### config.mk
export PLATFORM = sky130hd
export DESIGN_NAME = fetch_xfer_ctrl
export DESIGN_NICKNAME = d
export VERILOG_FILES = /design/src/rtl/fxc_pkg.sv /design/src/rtl/fxc_sequencer.sv /design/src/rtl/fxc_gated_bus.sv /design/src/rtl/fxc_regs.sv /design/src/rtl/fetch_xfer_ctrl.sv
export SDC_FILE = /design/constraint.sdc
export NUM_CORES = 1
export LEC_CHECK = 0
export ABC_AREA = 0
export BUFFER_PORTS_ARGS = -buffer_cell sky130_fd_sc_hd__buf_2
export CORE_MARGIN = 4
export CORE_UTILIZATION = 29
export DETAILED_ROUTE_END_ITERATION = 10
export GPL_TIMING_DRIVEN = 0
export MAX_ROUTING_LAYER = met4
export SYNTH_ARGS = -nofsm -noshare
export SYNTH_HDL_FRONTEND = slang
export SYNTH_SLANG_ARGS = --single-unit
export TNS_END_PERCENT = 30
### constraint.sdc
create_clock -name clk -period 1.95 [get_ports clk]
set_input_delay 0.2925 -clock clk [delete_from_list [all_inputs] [get_ports clk]]
set_output_delay 0.2925 -clock clk [all_outputs]
set_load 0.005 [all_outputs]
### src/rtl/fxc_pkg.sv
package fxc_pkg;

    // Bus source indices (order used by the gated bus and the checker)
    localparam int SRC_PC  = 0;
    localparam int SRC_MBR = 1;
    localparam int N_SRC   = 2;

    typedef enum logic [2:0] {
        ST_ADDR  = 3'd0,   // counter -> address latch over the bus
        ST_READ  = 3'd1,   // strobe memory, counter + 1
        ST_CAPT  = 3'd2,   // memory data -> buffer
        ST_IRLD  = 3'd3,   // buffer -> instruction register over the bus
        ST_RDY   = 3'd4,   // flag new instruction
        ST_EXEC  = 3'd5    // execute placeholder, wait for done
    } fetch_state_e;

    typedef struct packed {
        logic [N_SRC-1:0] src_gate;  // one bit per bus source
        logic             mar_in;
        logic             ir_in;
        logic             mem_rd;
        logic             pc_inc;
        logic             mbr_cap;
        logic             instr_valid;
    } xfer_ctl_t;

endpackage

### src/rtl/fxc_sequencer.sv
module fxc_sequencer
    import fxc_pkg::*;
(
    input  logic      clk,
    input  logic      rst,
    input  logic      exec_done_i,
    output xfer_ctl_t ctl_o
);

    typedef struct packed {
        fetch_state_e state;
    } seq_regs_t;

    seq_regs_t r_d, r_q;
    xfer_ctl_t ctl;

    always_comb begin
        r_d = r_q;
        ctl = '0;
        unique case (r_q.state)
            ST_ADDR: begin
                ctl.src_gate[SRC_PC] = 1'b1;
                ctl.mar_in           = 1'b1;
                r_d.state            = ST_READ;
            end
            ST_READ: begin
                ctl.mem_rd = 1'b1;
                ctl.pc_inc = 1'b1;
                r_d.state  = ST_CAPT;
            end
            ST_CAPT: begin
                ctl.mbr_cap = 1'b1;
                r_d.state   = ST_IRLD;
            end
            ST_IRLD: begin
                ctl.src_gate[SRC_MBR] = 1'b1;
                ctl.ir_in             = 1'b1;
                r_d.state             = ST_RDY;
            end
            ST_RDY: begin
                ctl.instr_valid = 1'b1;
                r_d.state       = ST_EXEC;
            end
            ST_EXEC: begin
                if (exec_done_i) begin
                    r_d.state = ST_ADDR;
                end
            end
            default: begin
                r_d.state = ST_ADDR;
            end
        endcase
    end

    always_ff @(posedge clk) begin
        if (rst) begin
            r_q.state <= ST_ADDR;
        end else begin
            r_q <= r_d;
        end
    end

    assign ctl_o = ctl;

endmodule

### src/rtl/fxc_gated_bus.sv
module fxc_gated_bus #(
    parameter int N_SRC = 2,
    parameter int W     = 16
) (
    input  logic [N_SRC-1:0]        gate_i,
    input  logic [N_SRC-1:0][W-1:0] src_i,
    output logic [W-1:0]            bus_o
);

    logic [N_SRC:0][W-1:0] acc;

    assign acc[0] = '0;

    for (genvar g = 0; g < N_SRC; g++) begin : g_src
        assign acc[g+1] = acc[g] | (src_i[g] & {W{gate_i[g]}});
    end

    assign bus_o = acc[N_SRC];

endmodule

### src/rtl/fxc_regs.sv
module fxc_regs
    import fxc_pkg::*;
#(
    parameter int ADDR_W = 8,
    parameter int DATA_W = 16
) (
    input  logic              clk,
    input  logic              rst,
    input  xfer_ctl_t         ctl_i,
    input  logic [DATA_W-1:0] bus_i,
    input  logic [DATA_W-1:0] mem_rdata_i,
    output logic [ADDR_W-1:0] mar_o,
    output logic [DATA_W-1:0] mbr_o,
    output logic [ADDR_W-1:0] pc_o,
    output logic [DATA_W-1:0] ir_o
);

    typedef struct packed {
        logic [ADDR_W-1:0] mar;
        logic [DATA_W-1:0] mbr;
        logic [ADDR_W-1:0] pc;
        logic [DATA_W-1:0] ir;
    } dp_regs_t;

    dp_regs_t r_d, r_q;

    always_comb begin
        r_d = r_q;
        if (ctl_i.mar_in) begin
            r_d.mar = bus_i[ADDR_W-1:0];
        end
        if (ctl_i.pc_inc) begin
            r_d.pc = r_q.pc + 1'b1;
        end
        if (ctl_i.mbr_cap) begin
            r_d.mbr = mem_rdata_i;
        end
        if (ctl_i.ir_in) begin
            r_d.ir = bus_i;
        end
    end

    always_ff @(posedge clk) begin
        if (rst) begin
            r_q <= '0;
        end else begin
            r_q <= r_d;
        end
    end

    assign mar_o = r_q.mar;
    assign mbr_o = r_q.mbr;
    assign pc_o  = r_q.pc;
    assign ir_o  = r_q.ir;

endmodule

### src/rtl/fetch_xfer_ctrl.sv
module fetch_xfer_ctrl
    import fxc_pkg::*;
#(
    parameter int ADDR_W = 8,
    parameter int DATA_W = 16
) (
    input  logic              clk,
    input  logic              rst,
    output logic [ADDR_W-1:0] mem_addr_o,
    output logic              mem_rd_o,
    input  logic [DATA_W-1:0] mem_rdata_i,
    input  logic              exec_done_i,
    output logic              instr_valid_o,
    output logic [DATA_W-1:0] instr_o,
    output logic [ADDR_W-1:0] pc_o
);

    xfer_ctl_t                     ctl;
    logic [N_SRC-1:0]              gate_src;
    logic [N_SRC-1:0][DATA_W-1:0]  bus_src;
    logic [DATA_W-1:0]             ibus;
    logic [ADDR_W-1:0]             mar;
    logic [DATA_W-1:0]             mbr;
    logic [ADDR_W-1:0]             pc;
    logic [DATA_W-1:0]             ir;

    fxc_sequencer u_seq (
        .clk         (clk),
        .rst         (rst),
        .exec_done_i (exec_done_i),
        .ctl_o       (ctl)
    );

    assign gate_src          = ctl.src_gate;
    assign bus_src[SRC_PC]   = DATA_W'(pc);
    assign bus_src[SRC_MBR]  = mbr;

    fxc_gated_bus #(
        .N_SRC (N_SRC),
        .W     (DATA_W)
    ) u_bus (
        .gate_i (gate_src),
        .src_i  (bus_src),
        .bus_o  (ibus)
    );

    fxc_regs #(
        .ADDR_W (ADDR_W),
        .DATA_W (DATA_W)
    ) u_regs (
        .clk         (clk),
        .rst         (rst),
        .ctl_i       (ctl),
        .bus_i       (ibus),
        .mem_rdata_i (mem_rdata_i),
        .mar_o       (mar),
        .mbr_o       (mbr),
        .pc_o        (pc),
        .ir_o        (ir)
    );

    assign mem_addr_o    = mar;
    assign mem_rd_o      = ctl.mem_rd;
    assign instr_valid_o = ctl.instr_valid;
    assign instr_o       = ir;
    assign pc_o          = pc;

endmodule

* Word-level counts from Yosys, hierarchy flattened
Cells that the tools add are included.
Word-level totals: word-level logic and storage cells 23, register bits 51, input bits 19
Operators by class: bitwise logic cells 3, eq/ne operators 6, reduce and logical (&&, ||, !) cells 1, multiplexer cells 7, $add $sub $neg 1
Operators with widths (count):
- $pmux 3 s6 | 1
- $and 16x16->16 | 1
- $and 8x16->16 | 1
- $or 16x16->16 | 1
- $add 8x1->8 const B | 1
- $eq 3x2->1 const B | 2
- $eq 3x3->1 const B | 2
- $mux 2 | 2
- $eq 3x1->1 const B | 1
- $logic_not 3->1 | 1
- $mux 1 | 3
- $mux 3 | 1
- $ne 2x2->1 const B | 1

* Depth between registers and ports, before layout
word-level depth 4, gate-level depth with buffers 6

* Modules after synthesis
From an unflattened synthesis, not the netlist that was laid out.
Second synthesis, totals: cells, all modules 209, area total of the unflattened synthesis 2120.8 um^2
By module, submodules not included:
- fxc_regs | cells each 166, area each 1736.7 um^2, seq. area each 960.9 um^2, instances 1
- fxc_gated_bus | cells each 20, area each 196.4 um^2, seq. area each 0.0 um^2, instances 1
- fxc_sequencer | cells each 22, area each 183.9 um^2, seq. area each 60.1 um^2, instances 1
- fetch_xfer_ctrl | cells each 1, area each 3.8 um^2, seq. area each 0.0 um^2, instances 1

* Least setup slack after synthesis
OpenSTA, ideal clock, no wires.
path kind reg-to-reg, start reg u_seq.r_q[1] (netlist name), end reg u_regs.r_q, in the netlist u_regs.pc_o[5], cell stages (with the launch flop) 6, setup time 70 ps, clock period less this slack 1643 ps, data required time 1880 ps, path slack 307 ps, buffers on the path 2, arrival time 1572 ps, cells stage by stage dfxtp_1 > buf_2 > or3b_1 > buf_6 > or4_1 > a21oi_1
Between the ends: word-level cells in the longest chain between the ends 2
RTL lines:
- from (decl) | line fxc_sequencer.sv:14 | seq_regs_t r_d, r_q;
- from (signal assigned) | line fxc_sequencer.sv:59 | r_q <= r_d;
- $eq 3x1->1 | line fxc_sequencer.sv:20 | unique case (r_q.state)
- $mux 2 | line fxc_sequencer.sv:20
- to (signal assigned) | line fxc_regs.sv:47 | r_q <= r_d;
- to (decl) | line fxc_regs.sv:25 | dp_regs_t r_d, r_q;
No other way between the ends. A chain may end at the register's enable or synchronous reset.

* Final worst setup path
start reg u_seq.r_q[0] (netlist name), end out mem_rd_o
Between the ends: word-level cells in the longest chain between the ends 2
RTL lines:
- $eq 3x1->1 | line fxc_sequencer.sv:20
- $mux 2 | line fxc_sequencer.sv:20
- to (decl) | line fetch_xfer_ctrl.sv:10 | output logic mem_rd_o,
No other way between the ends.

==> metrics.md <==
| Metric | Value |
|---|---|
| Rel. slew slack | ~42% |
| Async SR Flop Fraction | 0% |
| Vias | roughly 1600 |
| Min-delay worst type | input pin to flop |
| Final ANT Viol Nets | 0 |
| Pleak | 0.9847 nW |
| DRC viols | 0 |
| Synth Area in XOR/XNOR | under 10% |
| Final setup fails | 0 |
| DP Worst Slack | 0.04848 ns |
| Largest net degree at the start of global routing | 15 |
| Period minus WS final | between 1.5 and 2 ns |
| First drt pass iteration count | 4 |
| Die height | 89.01 um |
| Root buf cell | clkbuf_8 |
| Fin. max-slew vios | 0 |
| Final #Nets | around 300 |
| Num ports | 53 |
| Global-route wire length before repair | roughly 7.4 mm |
| CTS H-tree depth | 2 |
| Initial antenna violation count | 0 |
| Wire per inst | between 10 and 15 um |
| Distinct cells, synth | 30 |
| Adder-Cell Fraction of Synth Area | less than 1% |
| Via-to-Cell Ratio | about 4.6 |
| Synth Area in Simple Gates | roughly 23% |
| Cell Pwr Density | around 860 nW/um^2 |
| RSZ-0062 raised after global routing | yes |
| FMAX | 0.5632 GHz |
| Layout Cells excl Fill | around 360 |
| Syn_nets | ~240 |
| Vias in the first global route | between 1500 and 2000 |
| # diodes | 0 |
| Clock Sinks | 51 |
| Worst-Margin Slew | 0.8619 ns |
| Synth-to-layout area growth | 24.26% |
| Post-synthesis mux area share | around 5.3% |
| Starting density of the core | approximately 30% |
| Total GRT Usage | about an eighth |
| Post-DP HPWL | a little over 3 mm |
| Share of layout cells above drive strength 1 | 23.84% |
| CP Max Fanout | 10 |
| TritonCTS buffer count | 5 |
| Worst setup SP type | flop |
| Fin crit share | about nine tenths |
| Synthesis warning total | 0 |
| Critical path arrival | around 1.5 ns |
| Max-Cap Viols | 0 |
| Mean Syn Cell Area | 8.534 sq um |
| Combinational family with the most area after synthesis | simple AND/OR/NAND/NOR gates |
| Number of synthesized flops with an enable pin | 0 |
| GRT Residual Overflow | 0 |
| Clk buf depth | 2 |
| CTS tree | built |
| Core Region | between 6000 and 7000 sq um |
| Setup slack after layout | ~0.17 ns |
| CTS clk-pin slew, worst paths | approximately 0.08 ns |
| Peak VDD IR | just over 300 uV |
| Top cells by area, synth | dfxtp_1, nand2_1, a21oi_1 |
| Final hold vios | 0 |
| Count of input and output buffers | 51 |
| Data required, critical path | approximately 1.7 ns |
| Routability cong. | ~0.76 |
| Clk Latency, worst-skew pair | ~0.30 ns |
| Setup Skew | about 0.0057 ns |
| Post-synthesis sequential area ratio | 53.65% |
| Post-synth top area share | a little over half |
| DIE AREA | around 7900 sq um |
| Critical path type | flop to output pin |
| Commonest non-fill, non-tap cell in the layout | nand2_1 |
| CP Capture Type | output pin |
| Top cell type by total area after synthesis | dfxtp_1 |
| Post-synthesis cell area | roughly 1900 sq um |
| Drt initial violations | 44 |
| DIE WIDTH | between 80 and 90 um |
| Synth Flop Type | dfxtp_1 |
| Cell Rows | 29 |
| Most frequent cells in the layout | nand2_1, buf_2, dfxtp_1 |
| Status | completed |
| Post-synthesis register bit count | 51 |
| Routed WL | between 4 and 5 mm |
| Mapped Cells | approximately 220 |
| Dpl cells | 351 |
| Compound-Gate Fraction of Synth Area | about an eighth |
==> per-stage QoR <==
| step | hold WS, ns | power, mW | TNS [ns] | cell area, sq um | util, % |
|---|---|---|---|---|---|
| 6_report | 0.2278 | 2.032 | 0 | 2365 | 37.24 |
| 5_1_grt | 0.2122 | 2.144 | -0.02402 | 2365 | 37.24 |
| 4_1_cts | 0.2217 | 2.061 | 0 | 2357 | 37.12 |
| 3_5_place_dp | 0.4451 | 1.351 | 0 | 2255 | 35.51 |
| 3_3_place_gp | 0.4378 | 1.348 | 0 | 2255 | 35.51 |
| 2_1_floorplan | 0.4285 | 1.275 | 0 | 1903 | - |
==> cells in the mapped netlist (all sizes together) (2+ instances only) <==
master,number
nand4,2
or4,3
inv,2
nor2,13
nand2,65
nand3,2
dfxtp,51
nor3,2
xnor2,2
mux2i,9
clkbuf,12
o31ai,3
buf,4
nor3b,2
a21oi,38
or3b,2
==> cells by family (layout without fill, tap and decap cells) <==
| family | Yosys count | in the layout |
|---|---|---|
| flip-flops | 51 | 51 |
| adder cells (fa/ha/maj) | 1 | 1 |
| XOR/XNOR | 3 | 3 |
| buffers and inverters | 18 | 76 |
| multiplexers | 10 | 10 |
| AO/OA/AOI/OAI | 43 | 43 |
| AND/OR/NAND/NOR | 97 | 97 |
==> metal layers <==
layer  share of wire, %  vias up  track usage [%]
met2                 46       35            19.50
met1                 47      751            15.54
met5                  0        -                -
li1                   -      852                -
met4                1.3        0            4.060
met3                5.7        5            3.410
==> worst max-delay path: stages, from the launching register on <==
cell and delay [ns]:
dfxtp_1 0.35, buf_6 0.15, or3b_1 0.38, buf_6 0.16, inv_1 0.05, buf_2 0.10
==> worst paths after layout <==
check	cells past startpoint	slack (ns)	startpoint	endpoint
worst max-delay path	5	0.17	u_seq.r_q[0]$_SDFFE_PP0P_	mem_rd_o
worst min-delay path	3	0.23	mem_rdata_i[7]	u_regs.mbr_o[7]$_SDFFE_PP0N_
worst max register to register	5	0.21	u_seq.r_q[0]$_SDFFE_PP0P_	u_regs.pc_o[5]$_SDFFE_PP0P_
worst min register to register	2	0.45	u_regs.ir_o[4]$_SDFFE_PP0N_	u_regs.ir_o[4]$_SDFFE_PP0N_
==> report_power, final <==
| group | leakage [nW] | switching [mW] | total, mW | internal (mW) |
|---|---|---|---|---|
| sequential | 0.413 | 0.0210 | 1.10 | 1.08 |
| combinational | 0.521 | 0.135 | 0.226 | 0.0920 |
| clock | 0.0513 | 0.330 | 0.707 | 0.376 |
| total | 0.985 | 0.486 | 2.03 | 1.55 |
==> flip-flops by register name (all words and copies together), names as in the netlist <==
name,flops
u_regs.mar_o,8
u_seq.r_q,3
u_regs.mbr_o,16
u_regs.ir_o,16
u_regs.pc_o,8
==> timing repair <==
item | in CTS | in global routing
hold buffers | 0 | 0
endpoints found under the setup margin | 0 | 21
hold endpoints to repair | 0 | 0
gates resized for setup | 0 | 5
buffers inserted | 0 | 0
==> area by class of cell <==
| cell class | count | area (sq um) |
|---|---|---|
| Clock inverter | 1 | 30.03 |
| Fill cell | 663 | 3985 |
| Timing Repair Buffer | 51 | 255.2 |
| Multi-Input combinational cell | 154 | 802.0 |
| Buffer | 16 | 80.08 |
| Clock buffer | 6 | 72.57 |
| Sequential cell | 51 | 1021 |
| Tap cell | 77 | 96.34 |
| Inverter | 2 | 7.507 |
Power figures use the tool's default switching activity.
